[config.mk]
export PLATFORM = sky130hd
export DESIGN_NAME = shadow_reg_bank
export DESIGN_NICKNAME = d
export VERILOG_FILES = /design/src/rtl/shadow_bank_pkg.sv /design/src/rtl/shadow_wr_decode.sv /design/src/rtl/shadow_slot.sv /design/src/rtl/shadow_rd_mux.sv /design/src/rtl/shadow_reg_bank.sv
export SDC_FILE = /design/constraint.sdc
export NUM_CORES = 1
export LEC_CHECK = 0
export ABC_AREA = 1
export ABC_CLOCK_PERIOD_IN_PS = 1400
export BUFFER_PORTS_ARGS = -buffer_cell sky130_fd_sc_hd__clkbuf_2
export CORE_MARGIN = 2
export CORE_UTILIZATION = 55
export CTS_BUF_LIST = sky130_fd_sc_hd__clkbuf_4
export DETAILED_ROUTE_END_ITERATION = 10
export PLACE_DENSITY = 0.77
export SYNTH_ARGS = -nofsm -noshare
export SYNTH_HDL_FRONTEND = slang
export SYNTH_SLANG_ARGS = --single-unit
[constraint.sdc]
create_clock -name clk -period 1.4 [get_ports clk]
set_input_delay 0.07 -clock clk [delete_from_list [all_inputs] [get_ports clk]]
set_output_delay 0.07 -clock clk [all_outputs]
set_load 0.02 [all_outputs]
[src/rtl/shadow_bank_pkg.sv]
package shadow_bank_pkg;
  localparam int DATA_W    = 16;
  localparam int SEL_W     = 3;
  localparam int NUM_SLOTS = 1 << SEL_W;
  localparam int WSEL_LSB  = 0;
  localparam int PAY_LSB   = WSEL_LSB + SEL_W;
  localparam int RSEL_LSB  = 12;
  localparam int PAY_W     = RSEL_LSB - PAY_LSB;
  localparam int WE_BIT    = DATA_W - 1;

  localparam int SLOT_MISC  = 7;
  localparam int SLOT_RSV_A = 3;
  localparam int SLOT_RSV_B = 6;

  typedef logic [PAY_W-1:0] payload_t;
  typedef logic [SEL_W-1:0] sel_t;

  // misc-control field positions, counted from the payload LSB
  localparam int MC_PKT_RX  = 11 - PAY_LSB;
  localparam int MC_MDIX    = 9 - PAY_LSB;
  localparam int MC_RXCLK   = 8 - PAY_LSB;
  localparam int MC_RGMII   = 7 - PAY_LSB;
  localparam int MC_RXER    = 6 - PAY_LSB;
  localparam int MC_OOB_DIS = 5 - PAY_LSB;
  localparam int MC_ALL_PHY = 3 - PAY_LSB;

  typedef struct packed {
    logic pkt_rx;
    logic mdix;
    logic rx_clk_delay;
    logic rgmii;
    logic rxer;
    logic oob_dis;
    logic all_phy;
  } misc_fields_t;

  function automatic logic slot_is_reserved(input int s);
    return (s == SLOT_RSV_A) || (s == SLOT_RSV_B);
  endfunction

  function automatic payload_t slot_wmask(input int s);
    payload_t m;
    if (slot_is_reserved(s)) begin
      m = '0;
    end else if (s == SLOT_MISC) begin
      m = '0;
      m[MC_PKT_RX]  = 1'b1;
      m[MC_MDIX]    = 1'b1;
      m[MC_RXCLK]   = 1'b1;
      m[MC_RGMII]   = 1'b1;
      m[MC_RXER]    = 1'b1;
      m[MC_OOB_DIS] = 1'b1;
      m[MC_ALL_PHY] = 1'b1;
    end else begin
      m = '1;
    end
    return m;
  endfunction

  function automatic payload_t slot_rst_val(input int s);
    payload_t v;
    v = '0;
    if (s == SLOT_MISC) v[MC_OOB_DIS] = 1'b1;
    return v;
  endfunction
endpackage

[src/rtl/shadow_wr_decode.sv]
module shadow_wr_decode
  import shadow_bank_pkg::*;
(
  input  logic              clk,
  input  logic              rst_n,
  input  logic              wr_en,
  input  logic [DATA_W-1:0] wr_data,
  output logic [NUM_SLOTS-1:0] slot_we,
  output payload_t          wr_payload,
  output sel_t              rd_sel
);
  sel_t wsel;
  logic full_wr;

  assign wsel       = wr_data[WSEL_LSB +: SEL_W];
  assign wr_payload = wr_data[PAY_LSB +: PAY_W];
  assign full_wr    = wr_en & wr_data[WE_BIT];

  always_comb begin
    slot_we = '0;
    if (full_wr) slot_we[wsel] = 1'b1;
  end

  always_ff @(posedge clk) begin
    if (!rst_n) begin
      rd_sel <= '0;
    end else if (wr_en) begin
      rd_sel <= wr_data[RSEL_LSB +: SEL_W];
    end
  end
endmodule

[src/rtl/shadow_slot.sv]
module shadow_slot
  import shadow_bank_pkg::*;
#(
  parameter payload_t WMASK    = '1,
  parameter payload_t RST_VAL  = '0,
  parameter bit       RESERVED = 1'b0
) (
  input  logic     clk,
  input  logic     rst_n,
  input  logic     we,
  input  payload_t wdata,
  output payload_t q
);
  generate
    if (RESERVED) begin : g_empty
      assign q = '0;
    end else begin : g_store
      payload_t store_q;
      always_ff @(posedge clk) begin
        if (!rst_n) begin
          store_q <= RST_VAL & WMASK;
        end else if (we) begin
          store_q <= wdata & WMASK;
        end
      end
      assign q = store_q;
    end
  endgenerate
endmodule

[src/rtl/shadow_rd_mux.sv]
module shadow_rd_mux
  import shadow_bank_pkg::*;
(
  input  payload_t          slot_q [NUM_SLOTS],
  input  sel_t              rd_sel,
  output logic [DATA_W-1:0] rd_data
);
  always_comb begin
    rd_data = '0;
    rd_data[RSEL_LSB +: SEL_W] = rd_sel;
    rd_data[PAY_LSB  +: PAY_W] = slot_q[rd_sel];
    rd_data[WSEL_LSB +: SEL_W] = rd_sel;
  end
endmodule

[src/rtl/shadow_reg_bank.sv]
module shadow_reg_bank
  import shadow_bank_pkg::*;
(
  input  logic              clk,
  input  logic              rst_n,
  input  logic              wr_en,
  input  logic [DATA_W-1:0] wr_data,
  output logic [DATA_W-1:0] rd_data,
  output logic              pkt_cnt_rx,
  output logic              force_mdix,
  output logic              rx_clk_delay,
  output logic              rgmii_en,
  output logic              rxer_mode,
  output logic              oob_status_dis,
  output logic              all_phy_wr
);
  logic [NUM_SLOTS-1:0] slot_we;
  payload_t             wr_payload;
  sel_t                 rd_sel;
  payload_t             slot_q [NUM_SLOTS];
  misc_fields_t         misc;

  shadow_wr_decode u_dec (
    .clk        (clk),
    .rst_n      (rst_n),
    .wr_en      (wr_en),
    .wr_data    (wr_data),
    .slot_we    (slot_we),
    .wr_payload (wr_payload),
    .rd_sel     (rd_sel)
  );

  for (genvar s = 0; s < NUM_SLOTS; s++) begin : g_slot
    shadow_slot #(
      .WMASK    (slot_wmask(s)),
      .RST_VAL  (slot_rst_val(s)),
      .RESERVED (slot_is_reserved(s))
    ) u_slot (
      .clk   (clk),
      .rst_n (rst_n),
      .we    (slot_we[s]),
      .wdata (wr_payload),
      .q     (slot_q[s])
    );
  end

  shadow_rd_mux u_mux (
    .slot_q  (slot_q),
    .rd_sel  (rd_sel),
    .rd_data (rd_data)
  );

  always_comb begin
    misc.pkt_rx       = slot_q[SLOT_MISC][MC_PKT_RX];
    misc.mdix         = slot_q[SLOT_MISC][MC_MDIX];
    misc.rx_clk_delay = slot_q[SLOT_MISC][MC_RXCLK];
    misc.rgmii        = slot_q[SLOT_MISC][MC_RGMII];
    misc.rxer         = slot_q[SLOT_MISC][MC_RXER];
    misc.oob_dis      = slot_q[SLOT_MISC][MC_OOB_DIS];
    misc.all_phy      = slot_q[SLOT_MISC][MC_ALL_PHY];
  end

  assign pkt_cnt_rx     = misc.pkt_rx;
  assign force_mdix     = misc.mdix;
  assign rx_clk_delay   = misc.rx_clk_delay;
  assign rgmii_en       = misc.rgmii;
  assign rxer_mode      = misc.rxer;
  assign oob_status_dis = misc.oob_dis;
  assign all_phy_wr     = misc.all_phy;
endmodule

=== Word-level counts from Yosys, hierarchy flattened ===
Index checks and enable logic that the tools add are counted.

* Register bits after elaboration: 55

* $lt $le $gt $ge: 3
* Multiplexer cells: 6
* Bitwise gates (word level): 2
* Reduce and logical (&&, ||, !) cells: 1

{| class="wikitable"
|+ Operators with widths
! operator !! count
|-
| $bmux W9 S3 || 1
|-
| $mux W9 || 2
|-
| $mux W8 || 1
|-
| $ge A4 B4 Y1 const B || 1
|-
| $lt A3 B4 Y1 const B || 1
|-
| $not A3 Y4 || 1
|-
| $demux W1 S3 || 1
|-
| $ge A3 B1 Y1 const B || 1
|-
| $and A1 B1 Y1 || 1
|-
| $logic_and A1 B1 Y1 || 1
|-
| $mux W1 || 1
|}

=== Logic depth before layout (Yosys ltp) ===
* Depth after elaboration: 5
* Depth in mapped cells: 7
* Mapped depth without buffers: 7

=== Cells and area by module ===
Synthesis repeated with hierarchy kept, for this count alone.

* Cell total of the unflattened synthesis: 642
* Area, all modules: 4,051.4 um^2

{| class="wikitable"
|+ By module, submodules not included
! module !! times used !! cells each !! area an instance (um^2)
|-
| shadow_slot (g_slot[0].u_slot ...) || 5 || 57 || 446.7
|-
| shadow_rd_mux || 1 || 247 || 1,089.8
|-
| shadow_slot (g_slot[7].u_slot) || 1 || 45 || 299.0
|-
| shadow_wr_decode || 1 || 45 || 286.5
|-
| shadow_slot (g_slot[3].u_slot ...) || 2 || 10 || 71.3
|}

=== Worst setup path after synthesis ===
OpenSTA, ideal clock, no wires.

* Kind: register to output
* From: reg u_dec.rd_sel[0]
* To: out rd_data[10]
* Arrival: 1.323 ns
* Required time: 1.330 ns
* Slack: 0.007 ns
* Cell stages (with the launch flop): 8
* Buffers on the path: 1
* Cell sequence: dfxtp_1 > clkinv_1 > buf_2 > nand2_1 > nand3_1 > nand2_1 > nand2_1 > nand2_1

* Longest elaborated chain between the ends: 4

{| class="wikitable"
|+ Ends and longest elaborated chain
! what !! RTL line !! text
|-
| start, declared || shadow_wr_decode.sv:10 || <nowiki>output sel_t rd_sel</nowiki>
|-
| start signal, assigned || shadow_wr_decode.sv:28 || <nowiki>rd_sel <= wr_data[RSEL_LSB +: SEL_W];</nowiki>
|-
| $not A3 Y4 (implied by the code) || shadow_rd_mux.sv:11 || <nowiki>rd_data[PAY_LSB +: PAY_W] = slot_q[rd_sel];</nowiki>
|-
| $bmux W9 S3 || shadow_rd_mux.sv:11 ||
|-
| $mux W9 (implied by the code) (2 in series) || shadow_rd_mux.sv:11 ||
|-
| end, declared || shadow_reg_bank.sv:8 || <nowiki>output logic [DATA_W-1:0] rd_data,</nowiki>
|}

No other way between the ends. The select of a mux whose other input is x is not followed.

=== Worst setup path in the final report ===
* From: reg u_dec.rd_sel[0]
* To: out rd_data[9]

Same word-level chain as after synthesis.

==> out/metrics.csv <==
metric,value,unit
outcome,"complete, but fails checks",
violations,negative setup slack,
layout_commonest_cell,nand2_1,
grt_overflow,0,
p_leak,1.64,nW
end_kind,primary output,
syn_nets,480,
fillCellCount,468,
drtIter0Drc,196,
yosys.area.top_type,dfxtp_1,
final_nets,524,
period_share,113,%
via_per_inst,5.16,
fmax,630,MHz
insertion_delay,0.37,ns
fin_tns_setup,-1.48,ns
multi_input_area,1520,µm²
cts_buffers,5,
cts_tree,built,
hold_viol_final,0,
ir_drop,0.425,mV
cap_violations,0,
grt_pass1_vias,2531,
dp_slack,0.130,ns
rsz0062_at_grt,true,
clockRootBuffer,clkbuf_4,
vias,2974,
seq_area,1110,µm²
drive_gt1_share,20.9,%
core_area,5010,µm²
synthCells,461,
worstPathMaxFanout,6,
power.density,853,nW/µm²
grt_max_degree,55,
ys_warn_count,0,
synth.area.top_cells,"dfxtp_1, nand2_1, nor2_1, nand3_1, a21oi_1",
grtUsageTotal,28.1,%
grt_pass1_wl,12.0,mm
cp.arrival,1.52,ns
antenna_found_initial,0,
finalSetupViolCount,9,
portBuffers,40,
routed_wl,7.75,mm
syn_to_final_growth,23.2,%
die_area,5710,µm²
die_x,75.5,µm
cp-start-kind,register,
antenna_left,0,
initial_utilization,56.2,%
syn-mean-instance-area,6.11,µm²
finalWeightedCongestion,0.836,
final_cell_mix,"nand2_1, nor2_1, dfxtp_1",
finalWorstSetupSlack,-0.188,ns
syn_area,2820,µm²
antennaDiodeCount,0,
routedWlPerCell,13.4,µm
synth_cell_types,19,
worstPathRequired,1.33,ns
drc,0,
hp-class,primary input to register,
dp_hpwl,5.04,mm
layout_min_cycle_time,1.59,ns
path_clk_slew,0.16,ns
core.rowCount,26,
timing_worst_setup_path_type,register to primary output,
clockBufferDepth,2,
yosysSeqAreaShare,39.1,%
clock_sinks,55,
ys_seq_elements,55,
cts_max_level,2,
die_y,75.5,µm
finClkSkew,0,ns
finalMaxSlewViolations,0,
hold_slack,0.0421,ns
boundaryPins,42,
synth_top_area_share,39.1,%
first_pass_iters,6,
[metal layers]
metal	routed length, µm	vias up	track usage (%)	part of all wire [%]
li1	-	1491	-	-
met1	3300	1337	37.7	43
met2	3720	133	46.5	48
met3	561	13	4.37	7.2
met4	161	0	8.97	2.1
met5	0	-	0	0
[layout make-up]
| cell class | count | share of cell area [%] |
|---|---|---|
| clock buffers | 6 | 1.30 |
| flip-flops and latches | 55 | 32.0 |
| clock inverters | 2 | 0.216 |
| multi-input cells | 337 | 43.7 |
| well taps | 70 | 2.53 |
| inverters | 42 | 4.76 |
| repair buffers | 64 | 15.5 |
[cell usage after synthesis, drive strengths merged]
cell type	instances
nand2	170
nor2	83
dfxtp	55
nand3	45
inv	41
a21oi	30
buf	24
o21ai	4
clkbuf	3
o211ai	2
or2	2
clkinv	1
conb	1
[metrics by stage]
step | std cells | power (mW) | util [%] | instance area, µm²
finish | 576 | 2.96 | 69.2 | 3470
global route | 576 | 3.09 | 69.2 | 3470
CTS | 576 | 2.91 | 67.2 | 3370
detailed placement | 562 | 2.17 | 62.3 | 3120
global placement | 562 | 2.17 | 62.3 | 3120
floorplan | 461 | 2.00 | - | 2820
[logic make-up after synthesis]
logic type	after synthesis	synth area share, %
and+or+nand+nor	300	43.4
other	1	0.133
buffers and inverters	69	10.8
DFF	55	39.1
AOI/OAI and AO/OA	36	6.58
[repair_timing]
item                                    in CTS  in global routing
gates cloned                                 1                  0
pin swaps                                   10                 17
resized for setup                           42                 30
hold endpoints to repair                     3                  0
endpoints found under the setup margin       9                  9
buffers inserted                             2                  0
hold buffers                                 3                  0
[power breakdown]
group | internal (mW) | leakage [nW] | switching (mW)
Clock | 0.207 | 0.0307 | 0.490
Sequential | 1.60 | 0.447 | 0.0312
Combinational | 0.249 | 1.16 | 0.376
Total | 2.06 | 1.64 | 0.898
[sequential cells by signal, summed over array words and instances (netlist names)]
register         count
g_slot.u_slot.q     52
u_dec.rd_sel         3
[final timing paths]
| check | cells past startpoint | end | start | slack [ns] |
|---|---|---|---|---|
| max | 9 | rd_data[9] | u_dec.rd_sel[0] | -0.19 |
| min | 3 | u_dec.rd_sel[0] | wr_data[12] | 0.04 |
| max reg2reg | 3 | u_dec.rd_sel[0] | u_dec.rd_sel[0] | 0.49 |
| min reg2reg | 2 | g_slot[1].u_slot.q[0] | g_slot[1].u_slot.q[0] | 0.50 |
[worst max-delay path, stage by stage (launching register included)]
cell	delay, ns
dfxtp_4	0.44
clkinv_4	0.09
buf_6	0.14
nand2_2	0.05
nand2_1	0.05
nand2_1	0.05
nand2_1	0.05
inv_1	0.05
nand2_1	0.06
clkbuf_8	0.15
(Power assumes the default switching activity.)
